<file path="config.mk">
export PLATFORM = sky130hd
export DESIGN_NAME = gpio_regs
export DESIGN_NICKNAME = d
export VERILOG_FILES = /design/src/rtl/gpio_pkg.sv /design/src/rtl/gpio_sync.sv /design/src/rtl/gpio_bank.sv /design/src/rtl/gpio_regs.sv
export SDC_FILE = /design/constraint.sdc
export NUM_CORES = 1
export LEC_CHECK = 0
export CAP_MARGIN = 40
export CORE_MARGIN = 3
export CORE_UTILIZATION = 40
export CTS_CLUSTER_SIZE = 25
export DETAILED_ROUTE_END_ITERATION = 7
export PLACE_DENSITY = 0.74
export SYNTH_ARGS = -nofsm -noshare
export SYNTH_HDL_FRONTEND = slang
export SYNTH_SLANG_ARGS = --single-unit
</file>
<file path="constraint.sdc">
create_clock -name clk_i -period 5.1 [get_ports clk_i]
set_input_delay 1.02 -clock clk_i [delete_from_list [all_inputs] [get_ports clk_i]]
set_output_delay 1.02 -clock clk_i [all_outputs]
set_load 0.01 [all_outputs]
</file>
<file path="src/rtl/gpio_pkg.sv">
package gpio_pkg;

  typedef enum logic [1:0] {
    KIND_LVL,
    KIND_DIR,
    KIND_OUT,
    KIND_NONE
  } reg_kind_e;

  typedef struct packed {
    reg_kind_e  kind;
    logic [7:0] bank;
  } reg_sel_t;

  // Word index -> register kind and bank; three groups of nbank words each.
  function automatic reg_sel_t decode_word(input int unsigned word, input int unsigned nbank);
    reg_sel_t s;
    s.kind = KIND_NONE;
    s.bank = '0;
    if (word < nbank) begin
      s.kind = KIND_LVL;
      s.bank = 8'(word);
    end else if (word < 2 * nbank) begin
      s.kind = KIND_DIR;
      s.bank = 8'(word - nbank);
    end else if (word < 3 * nbank) begin
      s.kind = KIND_OUT;
      s.bank = 8'(word - 2 * nbank);
    end
    return s;
  endfunction

  function automatic int unsigned bank_width(input int unsigned num_pins,
                                             input int unsigned data_w,
                                             input int unsigned bank);
    int unsigned rem;
    rem = num_pins - bank * data_w;
    return (rem > data_w) ? data_w : rem;
  endfunction

endpackage

</file>
<file path="src/rtl/gpio_sync.sv">
module gpio_sync #(
  parameter int unsigned WIDTH  = 32,
  parameter int unsigned STAGES = 2
) (
  input  logic             clk_i,
  input  logic             rst_ni,
  input  logic [WIDTH-1:0] d_i,
  output logic [WIDTH-1:0] q_o
);

  logic [WIDTH-1:0] stg_q [STAGES];

  always_ff @(posedge clk_i or negedge rst_ni) begin
    if (!rst_ni) begin
      for (int s = 0; s < STAGES; s++) stg_q[s] <= '0;
    end else begin
      stg_q[0] <= d_i;
      for (int s = 1; s < STAGES; s++) stg_q[s] <= stg_q[s-1];
    end
  end

  assign q_o = stg_q[STAGES-1];

endmodule

</file>
<file path="src/rtl/gpio_bank.sv">
module gpio_bank #(
  parameter int unsigned DATA_W      = 32,
  parameter int unsigned BW          = 32,
  parameter int unsigned BASE        = 0,
  parameter int unsigned INV_LO      = 86,
  parameter int unsigned SYNC_STAGES = 2
) (
  input  logic              clk_i,
  input  logic              rst_ni,
  input  logic              dir_we_i,
  input  logic              out_we_i,
  input  logic [BW-1:0]     wdata_i,
  input  logic [BW-1:0]     pin_i,
  output logic [BW-1:0]     pin_o,
  output logic [BW-1:0]     oe_o,
  output logic [DATA_W-1:0] rd_dir_o,
  output logic [DATA_W-1:0] rd_out_o,
  output logic [DATA_W-1:0] rd_lvl_o
);

  logic [BW-1:0] dir_q, out_q, lvl_q, sync_w;

  always_ff @(posedge clk_i or negedge rst_ni) begin
    if (!rst_ni) begin
      dir_q <= '0;
      out_q <= '0;
    end else begin
      if (dir_we_i) dir_q <= wdata_i;
      if (out_we_i) out_q <= wdata_i;
    end
  end

  gpio_sync #(
    .WIDTH (BW),
    .STAGES(SYNC_STAGES)
  ) u_sync (
    .clk_i (clk_i),
    .rst_ni(rst_ni),
    .d_i   (pin_i),
    .q_o   (sync_w)
  );

  // Pins at or above INV_LO use inverted direction sense.
  for (genvar i = 0; i < BW; i++) begin : g_oe
    if (BASE + i >= INV_LO) begin : g_inv
      assign oe_o[i] = ~dir_q[i];
    end else begin : g_norm
      assign oe_o[i] = dir_q[i];
    end
  end

  always_ff @(posedge clk_i or negedge rst_ni) begin
    if (!rst_ni) lvl_q <= '0;
    else         lvl_q <= (oe_o & out_q) | (~oe_o & sync_w);
  end

  assign pin_o    = out_q;
  assign rd_dir_o = DATA_W'(dir_q);
  assign rd_out_o = DATA_W'(out_q);
  assign rd_lvl_o = DATA_W'(lvl_q);

endmodule

</file>
<file path="src/rtl/gpio_regs.sv">
module gpio_regs
  import gpio_pkg::*;
#(
  parameter int unsigned NUM_PINS    = 90,
  parameter int unsigned DATA_W      = 32,
  parameter int unsigned ADDR_W      = 8,
  parameter int unsigned INV_LO      = 86,
  parameter int unsigned SYNC_STAGES = 2
) (
  input  logic                clk_i,
  input  logic                rst_ni,
  input  logic                wr_en_i,
  input  logic [ADDR_W-1:0]   addr_i,
  input  logic [DATA_W-1:0]   wdata_i,
  output logic [DATA_W-1:0]   rdata_o,
  input  logic [NUM_PINS-1:0] pin_i,
  output logic [NUM_PINS-1:0] pin_o,
  output logic [NUM_PINS-1:0] pin_oe_o
);

  localparam int unsigned NBANK = (NUM_PINS + DATA_W - 1) / DATA_W;

  logic [DATA_W-1:0] rd_lvl [NBANK];
  logic [DATA_W-1:0] rd_dir [NBANK];
  logic [DATA_W-1:0] rd_out [NBANK];
  reg_sel_t          sel;

  always_comb begin
    if (addr_i[1:0] == 2'b00) sel = decode_word(32'(addr_i[ADDR_W-1:2]), NBANK);
    else                      sel = '{kind: KIND_NONE, bank: '0};
  end

  for (genvar b = 0; b < NBANK; b++) begin : g_bank
    localparam int unsigned BASE = b * DATA_W;
    localparam int unsigned BW   = bank_width(NUM_PINS, DATA_W, b);

    gpio_bank #(
      .DATA_W     (DATA_W),
      .BW         (BW),
      .BASE       (BASE),
      .INV_LO     (INV_LO),
      .SYNC_STAGES(SYNC_STAGES)
    ) u_bank (
      .clk_i   (clk_i),
      .rst_ni  (rst_ni),
      .dir_we_i(wr_en_i && sel.kind == KIND_DIR && sel.bank == 8'(b)),
      .out_we_i(wr_en_i && sel.kind == KIND_OUT && sel.bank == 8'(b)),
      .wdata_i (wdata_i[BW-1:0]),
      .pin_i   (pin_i[BASE +: BW]),
      .pin_o   (pin_o[BASE +: BW]),
      .oe_o    (pin_oe_o[BASE +: BW]),
      .rd_dir_o(rd_dir[b]),
      .rd_out_o(rd_out[b]),
      .rd_lvl_o(rd_lvl[b])
    );
  end

  always_comb begin
    rdata_o = '0;
    for (int b = 0; b < NBANK; b++) begin
      if (sel.bank == 8'(b)) begin
        case (sel.kind)
          KIND_LVL: rdata_o = rd_lvl[b];
          KIND_DIR: rdata_o = rd_dir[b];
          KIND_OUT: rdata_o = rd_out[b];
          default:  rdata_o = '0;
        endcase
      end
    end
  end

endmodule

</file>
==> results.md <==
* Status: finished clean
* Final ANT Viol Nets at 0
* Sink Count at 450
* Number of synthesized flops with an enable pin at 0
* DRT Pass-1 Iters at 5
* Multi-input logic area at 5860 sq um
* Setup_tns at 0 ns
* # setup viols final at 0
* Sequential-to-total area share from yosys stat at 64.1%
* Io pins at 345
* DP HPWL at 35.3 mm
* Ys flop type: dfrtp_1
* Yosys Warn Count at 0
* Flop pwr share at 47.7%
* F_max at 199 MHz
* Grt total ovfl at 0
* CP max-delay cell: clkdlybuf4s50_1
* Unrepaired setup endpoints after global routing: yes
* Chip width at 216 um
* Number of global-route vias before repair at 12871
* DRC at 0
* CTS buffer count at 49
* Switching share of power at 22.3%
* CTS tree: done
* Core region area at 43300 sq um
* Max cap viols at 0
* # rows at 76
* Die area at 46500 sq um
* Crit Path Max Fanout at 9
* Async set-reset flop share out of synthesis at 100%
* Worst skew pair latency at 0.57 ns
* Post-synthesis cell count at 1262
* Post-synth cell types at 51
* Crit Path Category: in -> out
* Simple-Gate Fraction of Synth Area at 6.26%
* Detailed-route via count at 12197
* CP required at 4.08 ns
* Tightest Pin Transition at 0.915 ns
* WL per Instance at 24.0 um
* Final Total Pwr at 8.02 mW
* Synth Cell Area at 17600 sq um
* Crit path time final at 5.03 ns
* Startpoint Class: input port
* Clock Skew at 0.00957 ns
* # nets final at 1780
* Routed vias/inst at 5.37
* Final Core Density at 55.6%
* Ratio of cells with drive above 1 in the final layout at 25.7%
* Initial drt markers at 912
* Final-report max-slew violation count at 0
* P per Cell Area at 333 nW/um^2
* Switch Pwr at 1.79 mW
* Register area at 11300 sq um
* Nature of the critical path endpoint: output pin
* Largest family of logic cells by synthesized area: multiplexers
* GP Congestion at 0.916
* Routed wire length at 54.4 mm
* Syn_nets at 1399
* Tcrit/Tclk final at 98.6%
* Cell depth of the worst flop-to-flop path at 1
* Synthesized flop and latch total at 450
* Initial Util at 40.6%
* Slew HR at 39.0%
* Final hold viol count at 0
* XOR/XNOR share of the synthesized area at 0%
* Critical path arrival at 4.01 ns
* CP max stage delay at 0.57 ns
* Critical-path cell list: clkdlybuf4s50_1 > inv_1 > ha_1 > and3b_1 > o21a_1 > buf_4 > a21o_1 > nor3_4 > buf_4 > buf_6 > nand3_1 > o211ai_1 > clkdlybuf4s50_1
* Clock Tree Root: clkbuf_16
* Clock transition at path regs at 0.06 ns
* Peak supply drop at 265 uV
* Hold slack at 0.343 ns
* Clock share of power at 44.9%
* Layout fillers at 3522
* Initial antenna violation count at 2
* Adder-Cell Fraction of Synth Area at 0.285%
* Power share of the combinational group at 7.4%
* First-pass GRT wire length at 81.1 mm
* Static Leak at 10.7 nW
* Hold crit path type: reg -> reg
* Count of input and output buffers at 344
* H-tree levels at 2
* GRT Util Overall at 23.2%
* Die height at 216 um
* Synth-to-Final Area Change at 37.0%
* Largest net degree at the start of global routing at 114
* Post-synthesis mux area share at 19.5%
* Hold-critical path depth at 0
* Power Internal at 6.23 mW
* Clk buf depth at 3
* Mapped Avg Cell Area at 13.9 sq um
* Post-synthesis compound-gate area fraction at 6.62%
Yosys cell counts, types with 4 or more instances:
cell type | number | area share [%]
o2bb2ai_1 | 27 | 1.3
clkbuf_1 | 37 | 0.79
mux2_2 | 245 | 16
nand4_1 | 19 | 0.68
a21oi_1 | 36 | 1.0
dfrtp_1 | 450 | 64
buf_1 | 6 | 0.13
nor2_1 | 13 | 0.28
buf_4 | 23 | 0.98
mux2i_1 | 38 | 2.2
inv_1 | 22 | 0.47
buf_2 | 26 | 0.74
o311ai_0 | 4 | 0.20
a221o_1 | 5 | 0.28
a31oi_1 | 10 | 0.36
o211ai_1 | 25 | 1.1
ha_1 | 4 | 0.28
mux2_1 | 25 | 1.6
nand3_1 | 91 | 2.6
o21ai_0 | 12 | 0.34
nand2_1 | 74 | 1.6
a21o_1 | 17 | 0.73
o31ai_1 | 15 | 0.64
through the flow:
step           instance area [sq um]  cells  setup WS (ns)
2_1_floorplan                  17600   1262          0.993
3_3_place_gp                   22100   2163         -0.138
3_5_place_dp                   22100   2163         -0.210
4_1_cts                        24000   2266        0.00357
5_1_grt                        24100   2271        -0.0118
6_report                       24100   2271         0.0710
final timing paths:
check	start	to	slack (ns)
max reg2reg	g_bank[1].u_bank.oe_o[12]$_DFFE_PN0P_	g_bank[1].u_bank.rd_lvl_o[12]$_DFF_PN0_	4.18
max	addr_i[2]	rdata_o[2]	0.07
min	g_bank[2].u_bank.u_sync.stg_q[43]$_DFF_PN0_	g_bank[2].u_bank.u_sync.q_o[17]$_DFF_PN0_	0.34
max in group asynchronous	rst_ni	g_bank[1].u_bank.u_sync.q_o[29]$_DFF_PN0_	3.39
min reg2reg	g_bank[2].u_bank.u_sync.stg_q[43]$_DFF_PN0_	g_bank[2].u_bank.u_sync.q_o[17]$_DFF_PN0_	0.34
min in group asynchronous	rst_ni	g_bank[1].u_bank.u_sync.stg_q[37]$_DFF_PN0_	0.51
critical path: cells and delay by family:
kind,cells,cell delay (ns)
buffers and inverters,6,1.66
AOI/OAI and AO/OA,3,0.62
and+or+nand+nor,3,0.49
adders and majority gates,1,0.20
cells in the final DEF, fill, tap and decap left out, types with 13 or more instances in the layout:
| master | count |
|---|---|
| a21oi_1 | 34 |
| inv_1 | 22 |
| mux2i_1 | 38 |
| clkbuf_16 | 51 |
| buf_4 | 50 |
| o211ai_1 | 25 |
| nand3_1 | 91 |
| dfrtp_1 | 450 |
| mux2_2 | 245 |
| buf_12 | 23 |
| a21o_1 | 17 |
| o2bb2ai_1 | 27 |
| clkbuf_8 | 13 |
| clkbuf_1 | 13 |
| o31ai_1 | 15 |
| dlymetal6s2s_1 | 15 |
| nand4_1 | 19 |
| clkdlybuf4s50_1 | 317 |
| nand2_1 | 73 |
| mux2_1 | 25 |
sequential cells by signal, indices dropped and copies added, names as in the netlist:
signal                      cells
g_bank.u_bank.dir_q            26
g_bank.u_bank.lvl_q            26
g_bank.u_bank.u_sync.q_o       90
g_bank.u_bank.u_sync.stg_q     90
g_bank.u_bank.pin_o            90
g_bank.u_bank.oe_o             64
g_bank.u_bank.rd_lvl_o         64
power by group through the flow:
| stage | combinational, mW | sequential, mW | clock, mW |
|---|---|---|---|
| floorplan | 0.172 | 3.89 | 0 |
| global placement | 0.580 | 3.88 | 0 |
| detailed placement | 0.591 | 3.89 | 0 |
| CTS | 0.604 | 3.82 | 3.69 |
| global route | 0.640 | 3.84 | 3.83 |
| finish | 0.596 | 3.82 | 3.60 |
metal layers:
| layer | track usage [%] | part of all wire [%] |
|---|---|---|
| met3 | 4.44 | 6.2 |
| met4 | 7.87 | 2.9 |
| met1 | 31.1 | 43 |
| met5 | 0 | 0 |
| met2 | 38.2 | 48 |
cell families (layout without fill, tap and decap cells):
group,Yosys count,after routing
other,0,2
AND/OR/NAND/NOR,221,221
multiplexers,308,308
flip-flops,450,450
buffers and inverters,116,538
AO/OA/AOI/OAI,163,163
adder cells (fa/ha/maj),4,4
cell type report:
cell class                 instances  area share [%]
inverter                          22           0.343
multi-input combinational        696            24.3
clock inverter                    15           0.712
timing repair buffer             424            18.5
clock buffer                      77            6.25
sequential                       450            46.8
tap                              585            3.04
antenna                            2          0.0208
repair_timing:
action                                  CTS  global route
hold endpoints to repair                  0             0
endpoints found under the setup margin   32            21
gates cloned                              2             0
gates resized for setup                  25            18
setup buffers                             9             3
hold buffers                              0             0
pin swaps                                 4             1
Power figures use the tool's default switching activity.
